**src/rtl/dispatch_csr_pkg.sv**
```systemverilog
`timescale 1ns/1ps
// Shared bit positions and types for the dispatcher register block.
// Assumes a 32-bit register word and word-aligned byte addresses.
package dispatch_csr_pkg;
    localparam int DATA_W = 32;

    // status word bit positions
    localparam int ST_BUSY       = 0;
    localparam int ST_DQ_EMPTY   = 1;
    localparam int ST_DQ_FULL    = 2;
    localparam int ST_RQ_EMPTY   = 3;
    localparam int ST_RQ_FULL    = 4;
    localparam int ST_STOPPED    = 5;
    localparam int ST_RESETTING  = 6;
    localparam int ST_STOP_ERR   = 7;
    localparam int ST_STOP_EARLY = 8;
    localparam int ST_PEND       = 9;

    // control word bit positions
    localparam int CT_STOP       = 0;
    localparam int CT_RESET      = 1;
    localparam int CT_ERR_EN     = 2;
    localparam int CT_EARLY_EN   = 3;
    localparam int CT_GIE        = 4;
    localparam int CT_FETCH_HOLD = 5;

    // byte offsets of the two registers
    localparam int OFS_STATUS = 0;
    localparam int OFS_CTRL   = 4;

    typedef struct packed {
        logic fetch_hold;
        logic gie;
        logic early_en;
        logic err_en;
        logic stop;
    } ctrl_t;
endpackage

```
**src/rtl/dispatch_csr_rstseq.sv**
```systemverilog
`timescale 1ns/1ps
// Soft reset sequencer: on start, emits a one-cycle pulse and holds the
// resetting flag until the engine acknowledges or RST_CYCLES elapse.
// Assumes start is only meaningful while idle; a start while busy is ignored.
module dispatch_csr_rstseq #(
    parameter int RST_CYCLES = 16
) (
    input  logic clk,
    input  logic rst_n,
    input  logic start,
    input  logic ack,
    output logic resetting,
    output logic pulse
);
    localparam int CNT_W = $clog2(RST_CYCLES + 1);
    localparam logic [CNT_W-1:0] LAST = CNT_W'(RST_CYCLES - 1);

    logic [CNT_W-1:0] cnt;

    // resetting flag, cycle counter and outgoing pulse
    always_ff @(posedge clk) begin
        if (!rst_n) begin
            resetting <= 1'b0;
            pulse     <= 1'b0;
            cnt       <= '0;
        end else begin
            pulse <= start && !resetting;
            if (!resetting) begin
                if (start) begin
                    resetting <= 1'b1;
                    cnt       <= '0;
                end
            end else if (ack || cnt == LAST) begin
                resetting <= 1'b0;
            end else begin
                cnt <= cnt + 1'b1;
            end
        end
    end
endmodule

```
**src/rtl/dispatch_csr_sticky.sv**
```systemverilog
`timescale 1ns/1ps
// Sticky event flags: interrupt pending and the two stop-cause flags.
// A setting event wins over a same-cycle write-one-to-clear; a reset
// start (purge) wins over everything for the stop flags. Events are
// dropped while hold is high.
module dispatch_csr_sticky #(
    parameter int ERR_W = 8
) (
    input  logic             clk,
    input  logic             rst_n,
    input  logic             hold,
    input  logic             purge,
    input  logic             evt_done,
    input  logic             done_irq,
    input  logic             evt_err,
    input  logic [ERR_W-1:0] err_code,
    input  logic [ERR_W-1:0] err_mask,
    input  logic             evt_early,
    input  logic             early_irq,
    input  logic             err_en,
    input  logic             early_en,
    input  logic             clr_pend,
    input  logic             clr_err,
    input  logic             clr_early,
    output logic             pend,
    output logic             stop_err,
    output logic             stop_early
);
    logic set_pend, set_err, set_early;

    // qualify incoming events by descriptor flags and enables
    always_comb begin
        set_pend  = !hold && ((evt_done && done_irq)
                           || (evt_err && |(err_code & err_mask))
                           || (evt_early && early_irq));
        set_err   = !hold && evt_err && err_en;
        set_early = !hold && evt_early && early_en;
    end

    // interrupt pending flag: set wins over clear
    always_ff @(posedge clk) begin
        if (!rst_n)        pend <= 1'b0;
        else if (set_pend) pend <= 1'b1;
        else if (clr_pend) pend <= 1'b0;
    end

    // stop-cause flags: purge, then set, then clear
    always_ff @(posedge clk) begin
        if (!rst_n || purge) begin
            stop_err   <= 1'b0;
            stop_early <= 1'b0;
        end else begin
            if (set_err)        stop_err <= 1'b1;
            else if (clr_err)   stop_err <= 1'b0;
            if (set_early)      stop_early <= 1'b1;
            else if (clr_early) stop_early <= 1'b0;
        end
    end
endmodule

```
**src/rtl/dispatch_csr.sv**
```systemverilog
`timescale 1ns/1ps
// Dispatcher control/status register block (top).
// Decodes a two-word register bus, holds the control word, assembles the
// status word from live engine levels and sticky flags, and drives the
// interrupt, stop request and soft reset pulse. Assumes single-cycle
// writes and combinational reads.
module dispatch_csr
    import dispatch_csr_pkg::*;
#(
    parameter int ADDR_W     = 4,
    parameter int ERR_W      = 8,
    parameter int RST_CYCLES = 16
) (
    input  logic              clk,
    input  logic              rst_n,
    input  logic              reg_wr,
    input  logic [ADDR_W-1:0] reg_addr,
    input  logic [DATA_W-1:0] reg_wdata,
    output logic [DATA_W-1:0] reg_rdata,
    input  logic              eng_busy,
    input  logic              desc_empty,
    input  logic              desc_full,
    input  logic              resp_empty,
    input  logic              resp_full,
    input  logic              evt_done,
    input  logic              done_irq,
    input  logic              evt_err,
    input  logic [ERR_W-1:0]  err_code,
    input  logic [ERR_W-1:0]  err_irq_mask,
    input  logic              evt_early,
    input  logic              early_irq,
    input  logic              rst_done,
    output logic              irq,
    output logic              stop_req,
    output logic              soft_rst
);
    ctrl_t ctrl_q;
    logic  sel_status, sel_ctrl, wr_status, wr_ctrl, rst_go;
    logic  resetting, pend, stop_err, stop_early;
    logic  clr_pend, clr_err, clr_early;
    logic [DATA_W-1:0] status_w, ctrl_w;
    wire   unused_wdata = ^{reg_wdata[DATA_W-1:ST_PEND+1], reg_wdata[ST_RESETTING]};

    // address decode and write strobes
    always_comb begin
        sel_status = (reg_addr == ADDR_W'(OFS_STATUS));
        sel_ctrl   = (reg_addr == ADDR_W'(OFS_CTRL));
        wr_status  = reg_wr && sel_status;
        wr_ctrl    = reg_wr && sel_ctrl;
        rst_go     = wr_ctrl && reg_wdata[CT_RESET] && !resetting;
        clr_pend   = wr_status && reg_wdata[ST_PEND];
        clr_err    = wr_status && reg_wdata[ST_STOP_ERR];
        clr_early  = wr_status && reg_wdata[ST_STOP_EARLY];
    end

    // control word: reset start clears the stop bits, keeps enables from data
    always_ff @(posedge clk) begin
        if (!rst_n) begin
            ctrl_q <= '0;
        end else if (wr_ctrl) begin
            ctrl_q.err_en     <= reg_wdata[CT_ERR_EN];
            ctrl_q.early_en   <= reg_wdata[CT_EARLY_EN];
            ctrl_q.gie        <= reg_wdata[CT_GIE];
            ctrl_q.stop       <= rst_go ? 1'b0 : reg_wdata[CT_STOP];
            ctrl_q.fetch_hold <= rst_go ? 1'b0 : reg_wdata[CT_FETCH_HOLD];
        end
    end

    dispatch_csr_rstseq #(.RST_CYCLES(RST_CYCLES)) u_rstseq (
        .clk       (clk),
        .rst_n     (rst_n),
        .start     (rst_go),
        .ack       (rst_done),
        .resetting (resetting),
        .pulse     (soft_rst)
    );

    dispatch_csr_sticky #(.ERR_W(ERR_W)) u_sticky (
        .clk        (clk),
        .rst_n      (rst_n),
        .hold       (resetting),
        .purge      (rst_go),
        .evt_done   (evt_done),
        .done_irq   (done_irq),
        .evt_err    (evt_err),
        .err_code   (err_code),
        .err_mask   (err_irq_mask),
        .evt_early  (evt_early),
        .early_irq  (early_irq),
        .err_en     (ctrl_q.err_en),
        .early_en   (ctrl_q.early_en),
        .clr_pend   (clr_pend),
        .clr_err    (clr_err),
        .clr_early  (clr_early),
        .pend       (pend),
        .stop_err   (stop_err),
        .stop_early (stop_early)
    );

    // halt request and gated interrupt line
    always_comb begin
        stop_req = ctrl_q.stop || ctrl_q.fetch_hold || stop_err || stop_early;
        irq      = pend && ctrl_q.gie;
    end

    // assemble status and control read words
    always_comb begin
        status_w                = '0;
        status_w[ST_BUSY]       = eng_busy;
        status_w[ST_DQ_EMPTY]   = desc_empty;
        status_w[ST_DQ_FULL]    = desc_full;
        status_w[ST_RQ_EMPTY]   = resp_empty;
        status_w[ST_RQ_FULL]    = resp_full;
        status_w[ST_STOPPED]    = stop_req;
        status_w[ST_RESETTING]  = resetting;
        status_w[ST_STOP_ERR]   = stop_err;
        status_w[ST_STOP_EARLY] = stop_early;
        status_w[ST_PEND]       = pend;
        ctrl_w                  = '0;
        ctrl_w[CT_STOP]         = ctrl_q.stop;
        ctrl_w[CT_RESET]        = resetting;
        ctrl_w[CT_ERR_EN]       = ctrl_q.err_en;
        ctrl_w[CT_EARLY_EN]     = ctrl_q.early_en;
        ctrl_w[CT_GIE]          = ctrl_q.gie;
        ctrl_w[CT_FETCH_HOLD]   = ctrl_q.fetch_hold;
    end

    // read mux
    always_comb begin
        if (sel_status)    reg_rdata = status_w;
        else if (sel_ctrl) reg_rdata = ctrl_w;
        else               reg_rdata = '0;
    end
endmodule

```
**config.mk**
```make
export PLATFORM = sky130hd
export DESIGN_NAME = dispatch_csr
export DESIGN_NICKNAME = d
export VERILOG_FILES = /design/src/rtl/dispatch_csr_pkg.sv /design/src/rtl/dispatch_csr_rstseq.sv /design/src/rtl/dispatch_csr_sticky.sv /design/src/rtl/dispatch_csr.sv
export SDC_FILE = /design/constraint.sdc
export NUM_CORES = 1
export LEC_CHECK = 0
export BUFFER_PORTS_ARGS = -buffer_cell sky130_fd_sc_hd__buf_2
export CAP_MARGIN = 30
export CORE_ASPECT_RATIO = 0.9
export CORE_MARGIN = 1.5
export CORE_UTILIZATION = 37
export DETAILED_ROUTE_END_ITERATION = 7
export PLACE_DENSITY = 0.85
export SYNTH_ARGS = -nofsm -noshare
export SYNTH_HDL_FRONTEND = slang
export SYNTH_HIERARCHICAL = 1
export SYNTH_SLANG_ARGS = --single-unit
export TNS_END_PERCENT = 50
```
**constraint.sdc**
```tcl
create_clock -name clk -period 2.3 [get_ports clk]
set_clock_uncertainty 0.2 [all_clocks]
set_input_delay 0.46 -clock clk [delete_from_list [all_inputs] [get_ports clk]]
set_output_delay 0.46 -clock clk [all_outputs]
set_load 0.01 [all_outputs]
```
==> results.md, run 1 <==
* Area of the multi-input gates at between 600 and 700 µm²
* Synth Area in Adders at approximately 2.3%
* Clk slew on worst S/H paths at approximately 80 ps
* Max_cap viols at 0
* Simple-gate share of the synthesized area at 27.8%
* Via count at approximately 1000
* Resize count post-CTS at 0
* Minimum clock period at between 2000 and 2500 ps
* Setup Fix Bufs, Post-CTS at 0
* Syn Inst Count at between 100 and 150
* LEAKAGE at 0.684 nW
* IO Port Bufs at 55
* Area occupied by registers at between 300 and 400 µm²
* Starting Density at about two fifths
* All-Layer GR Usage at between 10% and 20%
* Routed wire length at between 2 and 2.5 mm
* Starting DRT DRC Count at 25
* Max clock buf depth at 2
* Avg Inst Size Synth at approximately 8.4 µm²
* Period utilization at between 90 and 100%
* Max VDD drop at 0.000305 V
* Setup Crit Path Kind: reg -> out
* Post-route ant nets at 0
* DIE AREA at between 0.003 and 0.004 mm²
* Fin Setup TNS at 0 ps
* Crit end category: output pin
* Number of antenna violations at the first check in global routing at 0
* Remaining global-route overflow at 0
* Run status: finished, final reports clean
* Final-layout fill cell count at between 200 and 300
* Area delta synth->final at 21.6%
* Crit start category: flip-flop
* Cells on Worst Hold Path at 3
* CTS sink count at 15
* Clk Latency, worst-skew pair at 280 ps
* DRT Pass-1 Iters at 4
* # setup viols final at 0
* Commonest non-fill, non-tap cells in the layout: buf_2, conb_1, dfxtp_1
* FF+latch count, synth at 15
* Largest family of logic cells by synthesized area: simple AND/OR/NAND/NOR gates
* Register area share after synthesis at between 20% and 30%
* RePlAce Congestion at between 0.8 and 0.9
* Cts hold-fix bufs at 0
* Worst hold start: reg_wdata[4]
* Pwr Density at roughly 390 mW/mm²
* Achievable Freq at approximately 0.47 GHz
* CP peak stage delay at approximately 530 ps
* Vias per std cell at 4.57
* Synth Area in XOR/XNOR at 0%
* Mux cell area share after synthesis at between 10% and 20%
* Max-slew violations at 0
* Final hold slack at 214 ps
* Flop-to-flop setup slack at about 250 ps
* Reg2reg start: u_rstseq/cnt[0]
* Row cnt at 18
* Ant diodes at 0
* Vias in the first global route at 919
* Floorplan die width at 60.0 µm
* Nets@finish at between 200 and 300
* Final hold viol count at 0
* Critical Path RT at roughly 1600 ps
* Yosys cell types at 31
* Total CTS buffers at 3
* Crit path buf inv count at 1
* Critical path cell sequence: or4_4 -> mux2i_1 -> nor2_1 -> buf_2
* CTS tree: built
* H-tree depth at 1
* Root Buffer: clkbuf_4
* Core outline area at 0.00277 mm²
* Hold Crit Class: in -> reg
* CP arrival at ~1500 ps
* Post-Syn Area at between 0.001 and 0.0015 mm²
* I/O pin cnt at a little over 100
* Share of cells above drive strength 1 at roughly 34%
* CP Max Fanout at 3
* Global-route wire length before repair at a little under 4 mm
* Compound-Gate Fraction of Synth Area at 11.8%
* Hold-critical path endpoint: ctrl_q[3]
* Wire per inst at 10.6 µm
* Commonest non-fill, non-tap cell in the layout: buf_2
* Reg2reg end: u_rstseq/cnt[2]
* CP delay by family, top: simple AND/OR/NAND/NOR gates
* Slowest cell on crit path: or4_4
* Height of the die at 54.3 µm
* Detailed Place HPWL at just over 2 mm
* Synth warn at 6
* DRC at 0
* RSZ-0062 raised after global routing: false
* Largest net degree at the start of global routing at 16
* Reg2reg path depth at 6
[where the power goes]
part | internal, mW | total (mW) | switching (mW) | leakage, nW
Sequential | 0.263 | 0.267 | 0.00329 | 0.121
Combinational | 0.0454 | 0.0984 | 0.0530 | 0.548
Clock | 0.0674 | 0.148 | 0.0806 | 0.0150
[routing by layer]
metal  wire, µm  up-vias  global-route usage, %  part of all wire (%)
li1           -      519                      -                     -
met1        957      461                   16.4                    41
met2       1210       36                   30.4                    52
met3        175        2                   5.91                   7.4
met4          9        0                   3.33                  0.38
met5          0        -                      0                     0
[worst reg2reg max path, stage by stage, from the launching register on]
cell and delay (ps):
dfxtp_1 360, ha_1 240, and3_1 190, ha_1 210, or3b_2 540, nand2_1 110
a311oi_1 90
[synthesized netlist by cell type, drive strengths merged]
library cell,instances,area share (%)
buf,26,18
dfxtp,15,28
mux2i,11,10
nand2,11,3.8
nor2,11,5.3
nand3,7,3.2
nand2b,6,3.5
a21oi,5,2.3
and2,5,2.9
and3,5,2.9
inv,5,1.7
a22oi,4,2.8
a311oi,2,1.6
a32oi,2,1.6
ha,2,2.3
a22o,1,0.81
a32o,1,0.92
a41o,1,0.92
a41oi,1,0.81
conb,1,0.35
nand4,1,0.58
nor2b,1,0.58
nor3,1,0.46
nor3b,1,1.7
or3,1,1.0
or3b,1,0.81
or4,1,1.0
[metrics by stage]
| stage | utilization, % | area (µm²) | setup slack, ps | total power [mW] | cells |
|---|---|---|---|---|---|
| 4_1_cts | 47.6 | 1320 | 165 | 0.521 | 223 |
| 6_report | 47.6 | 1320 | 180 | 0.513 | 223 |
| 5_1_grt | 47.6 | 1320 | 108 | 0.548 | 223 |
| 3_3_place_gp | 46.6 | 1290 | 254 | 0.369 | 219 |
| 2_1_floorplan | - | 1160 | 372 | 0.356 | 150 |
| 3_5_place_dp | 46.6 | 1290 | 241 | 0.371 | 219 |
[flip-flops by register name (all words and copies together), names as in the netlist]
name                 flops
ctrl_q                   5
u_sticky/stop_early      1
u_sticky/stop_err        1
u_rstseq/resetting       1
u_rstseq/cnt             5
u_sticky/pend            1
u_rstseq/pulse           1
[worst max path at each step]
stage	start	endpoint	slack (ps)	cells past startpoint
floorplan	reg_addr[1]	u_sticky/pend	370	7
global placement	reg_addr[1]	reg_rdata[7]	250	5
detailed placement	reg_addr[1]	reg_rdata[8]	240	5
CTS	ctrl_q[0]	reg_rdata[5]	170	4
global route	u_rstseq/cnt[0]	u_rstseq/cnt[3]	110	6
finish	ctrl_q[4]	reg_rdata[5]	180	4
[cells by family after synthesis]
logic type               Yosys count
AND/OR/NAND/NOR                   52
other                              1
adder cells (fa/ha/maj)            2
buffers and inverters             31
flip-flops                        15
AO/OA/AOI/OAI                     17
multiplexers                      11
[area by class of cell]
class | instances | share of cell area (%)
clock buffer | 4 | 1.99
inverter | 5 | 1.42
timing repair buffer | 55 | 20.9
multi-input combinational | 104 | 49.1
tap | 40 | 3.80
sequential | 15 | 22.8
No activity file was read; power rests on OpenSTA's default activity.
==> run 2: changes to the inputs <==
==> constraint.sdc (replaced) <==
create_clock -name clk -period 2.3 [get_ports clk]
set_clock_uncertainty 0.2 [all_clocks]
set_input_delay 0.69 -clock clk [delete_from_list [all_inputs] [get_ports clk]]
set_output_delay 0.69 -clock clk [all_outputs]
set_load 0.01 [all_outputs]
==> run 2 against run 1 <==
Sequential share of layout area fell by 2.4 points. Largest cell class unchanged. Maximum frequency fell by 14%. Total power rose by 4.4%. Die area did not move. Clock-buffer cell count fell by 1. Clock power rose by 3%. Final area rose by 12%. Via count rose by 2.8%. Setup slack got worse by 350 ps. Combinational power rose by 18%. Highest routed layer unchanged. First-iteration DRC count rose by 48%. The flow now finishes with violations (setup timing). Cell count rose by 1.8%.
==> results.md, run 2 (synthesis results as in run 1) <==
* Run status: finished with violations
* Failing checks: setup timing
* Crit path depth at 5 (+1)
* Post-Place Cell Area at 0.00133 mm² (+2.9%)
* Routed wire length at 2.62 mm (+11%)
* Reg power frac at 50.0% (-2.0 points)
* Placed insts at 221 (+0.91%)
* Share of cells above drive strength 1 at 42.8% (+8.4 points)
* Setup Crit Path Kind: in -> out
* Cells on Worst Hold Path at 2 (-1)
* Finished Layout Cells at 227 (+1.8%)
* Pwr Density at 363 mW/mm² (-6.8%)
* Biggest regs: ctrl_q (5), u_rstseq/cnt (5)
* Final hold slack at 278 ps (+63.9 ps)
* Commonest non-fill, non-tap cells in the layout: buf_2, conb_1, dfxtp_1
* Core outline area at 0.00277 mm² (unchanged)
* Max-slew violations at 0 (unchanged)
* Final instance area at 0.00148 mm² (+12%)
* Crit end category: output pin
* Max clock buf depth at 2 (unchanged)
* Height of the die at 54.3 µm (unchanged)
* Starting DRT DRC Count at 37 (+48%)
* CP peak stage delay at 430 ps (-100 ps)
* Worst hold start: u_rstseq/cnt[4]
* DIE AREA at 0.00326 mm² (unchanged)
* Combinational share of power at 21.6% (+2.4 points)
* Final hold viol count at 0 (unchanged)
* I/O pin cnt at 101 (unchanged)
* Max_cap viols at 0 (unchanged)
* Final worst setup slack at -172 ps (-353 ps)
* Global-route wire length before repair at 3.62 mm (-5.9%)
* CP arrival at 1580 ps (+120 ps)
* Crit path buf inv count at 2 (+1)
* Ant diodes at 0 (unchanged)
* Int Pwr at 0.383 mW (+1.9%)
* CP Max Fanout at 5 (+2)
* Remaining global-route overflow at 0 (unchanged)
* DRC at 0 (unchanged)
* Vias in the first global route at 866 (-5.8%)
* Sw Share at 28.4% (+1.7 points)
* Minimum clock period at 2470 ps (+353 ps)
* Reg2reg start: u_rstseq/cnt[0]
* Crit start category: input port
* Achievable Freq at 0.404 GHz (-14%)
* Wire per inst at 11.5 µm (+9.2%)
* Critical path cell sequence: buf_6 -> or3_4 -> nor2_8 -> and2_4 -> buf_6
* IO Port Bufs at 55 (unchanged)
* Area occupied by registers at 302 µm² (+0.42%)
* Reg2reg end: u_rstseq/cnt[3]
* Detailed Place HPWL at 1.90 mm (-5.6%)
* Clock power share at 28.4% (-0.4 points)
* LEAKAGE at 0.728 nW (+6.4%)
* Vias per std cell at 4.61 (+0.94%)
* Hold Crit Class: reg -> reg
* Layout Utilization at 53.3% (+5.7 points)
* CP delay by family, top: simple AND/OR/NAND/NOR gates
* CTS sink count at 15 (unchanged)
* Nets@finish at 256 (+1.6%)
* Max VDD drop at 0.000335 V (+9.8%)
* Slowest cell on crit path: or3_4
* Cell mode on critical path: buf_6
* RSZ-0062 raised after global routing: true
* DRT Pass-1 Iters at 4 (unchanged)
* RePlAce Congestion at 0.849 (+5.2%)
* Number of antenna violations at the first check in global routing at 0 (unchanged)
* Clk Latency, worst-skew pair at 290 ps (about the same)
* Clk slew on worst S/H paths at 90 ps (about the same)
* Starting Density at 39.1% (unchanged)
* Period utilization at 107% (+15 points)
* Commonest non-fill, non-tap cell in the layout: buf_2
* Flop-to-flop setup slack at 270 ps (+20 ps)
* Post-route ant nets at 0 (unchanged)
* Area delta synth->final at 36.1%
* Total CTS buffers at 3 (unchanged)
* Via count at 1046 (+2.8%)
* H-tree depth at 1 (unchanged)
* Row cnt at 18 (unchanged)
* All-Layer GR Usage at 14.9% (-0.96 points)
* Area of the multi-input gates at 699 µm² (+8.1%)
* Largest net degree at the start of global routing at 16 (unchanged)
* Floorplan die width at 60.0 µm (unchanged)
* Final-layout fill cell count at 292 (-1.4%)
* CTS tree: built
* Hold-critical path endpoint: u_rstseq/cnt[4]
* Critical Path RT at 1410 ps (-230 ps)
* Sw power at 0.152 mW (+11%)
* Root Buffer: clkbuf_4
* Reg2reg path depth at 6 (unchanged)
* Cts hold-fix bufs at 0 (unchanged)
* # setup viols final at 10 (+10)
==> run 2: cell count changes in the layout (fill, tap and decap cells not counted), sizes merged <==
| cell | delta |
|---|---|
| buf | +4 |
| clkinv | +1 |
| clkbuf | -1 |
==> run 2: worst max path at each step <==
stage | from | end
global placement | reg_addr[1] | reg_rdata[8]
CTS | reg_addr[3] | reg_rdata[6]
finish | reg_addr[1] | reg_rdata[8]
global route | reg_addr[1] | reg_rdata[8]
detailed placement | reg_addr[1] | reg_rdata[8]
floorplan | reg_addr[1] | reg_rdata[6]
==> run 2: per-layer routing <==
| layer | track usage (%) | routed length (µm) |
|---|---|---|
| met5 | 0 | 0 |
| met4 | 2.22 | 40 |
| met3 | 5.20 | 201 |
| met2 | 28.3 | 1400 |
| met1 | 16.2 | 981 |
==> run 2: power by group through the flow <==
stage	Clock [mW]	Sequential, mW	Combinational [mW]
3_5_place_dp	0	0.273	0.102
2_1_floorplan	0	0.272	0.0847
3_3_place_gp	0	0.273	0.101
4_1_cts	0.154	0.267	0.106
6_report	0.152	0.268	0.116
5_1_grt	0.168	0.268	0.127
==> run 2: final cells by class <==
cell class	instances	share of cell area (%)
flip-flops and latches	15	20.4
multi-input cells	104	47.4
repair buffers	59	25.6
clock buffers	3	1.53
clock inverters	1	0.339
inverters	5	1.27
well taps	40	3.39
==> run 2: what timing repair did <==
action                     4_1_cts  5_1_grt
setup endpoints to repair       10       10
pin swaps                        8        3
buffers inserted                 1        1
resized for setup                7       15
==> run 2: metrics by stage <==
stage	power, mW	TNS [ps]	worst slack [ps]
finish	0.535	-1560	-172
global placement	0.373	-1690	-200
detailed placement	0.375	-1750	-205
global route	0.563	-1840	-200
floorplan	0.356	-140	-35.4
CTS	0.526	-1670	-188
==> run 2: worst register-to-register path, delay by kind of cell, from the launching register on <==
kind                       cells  cell delay, ps
and+or+nand+nor                3             830
adders and majority gates      2             440
DFF                            1             360
AOI/OAI and AO/OA              1              90
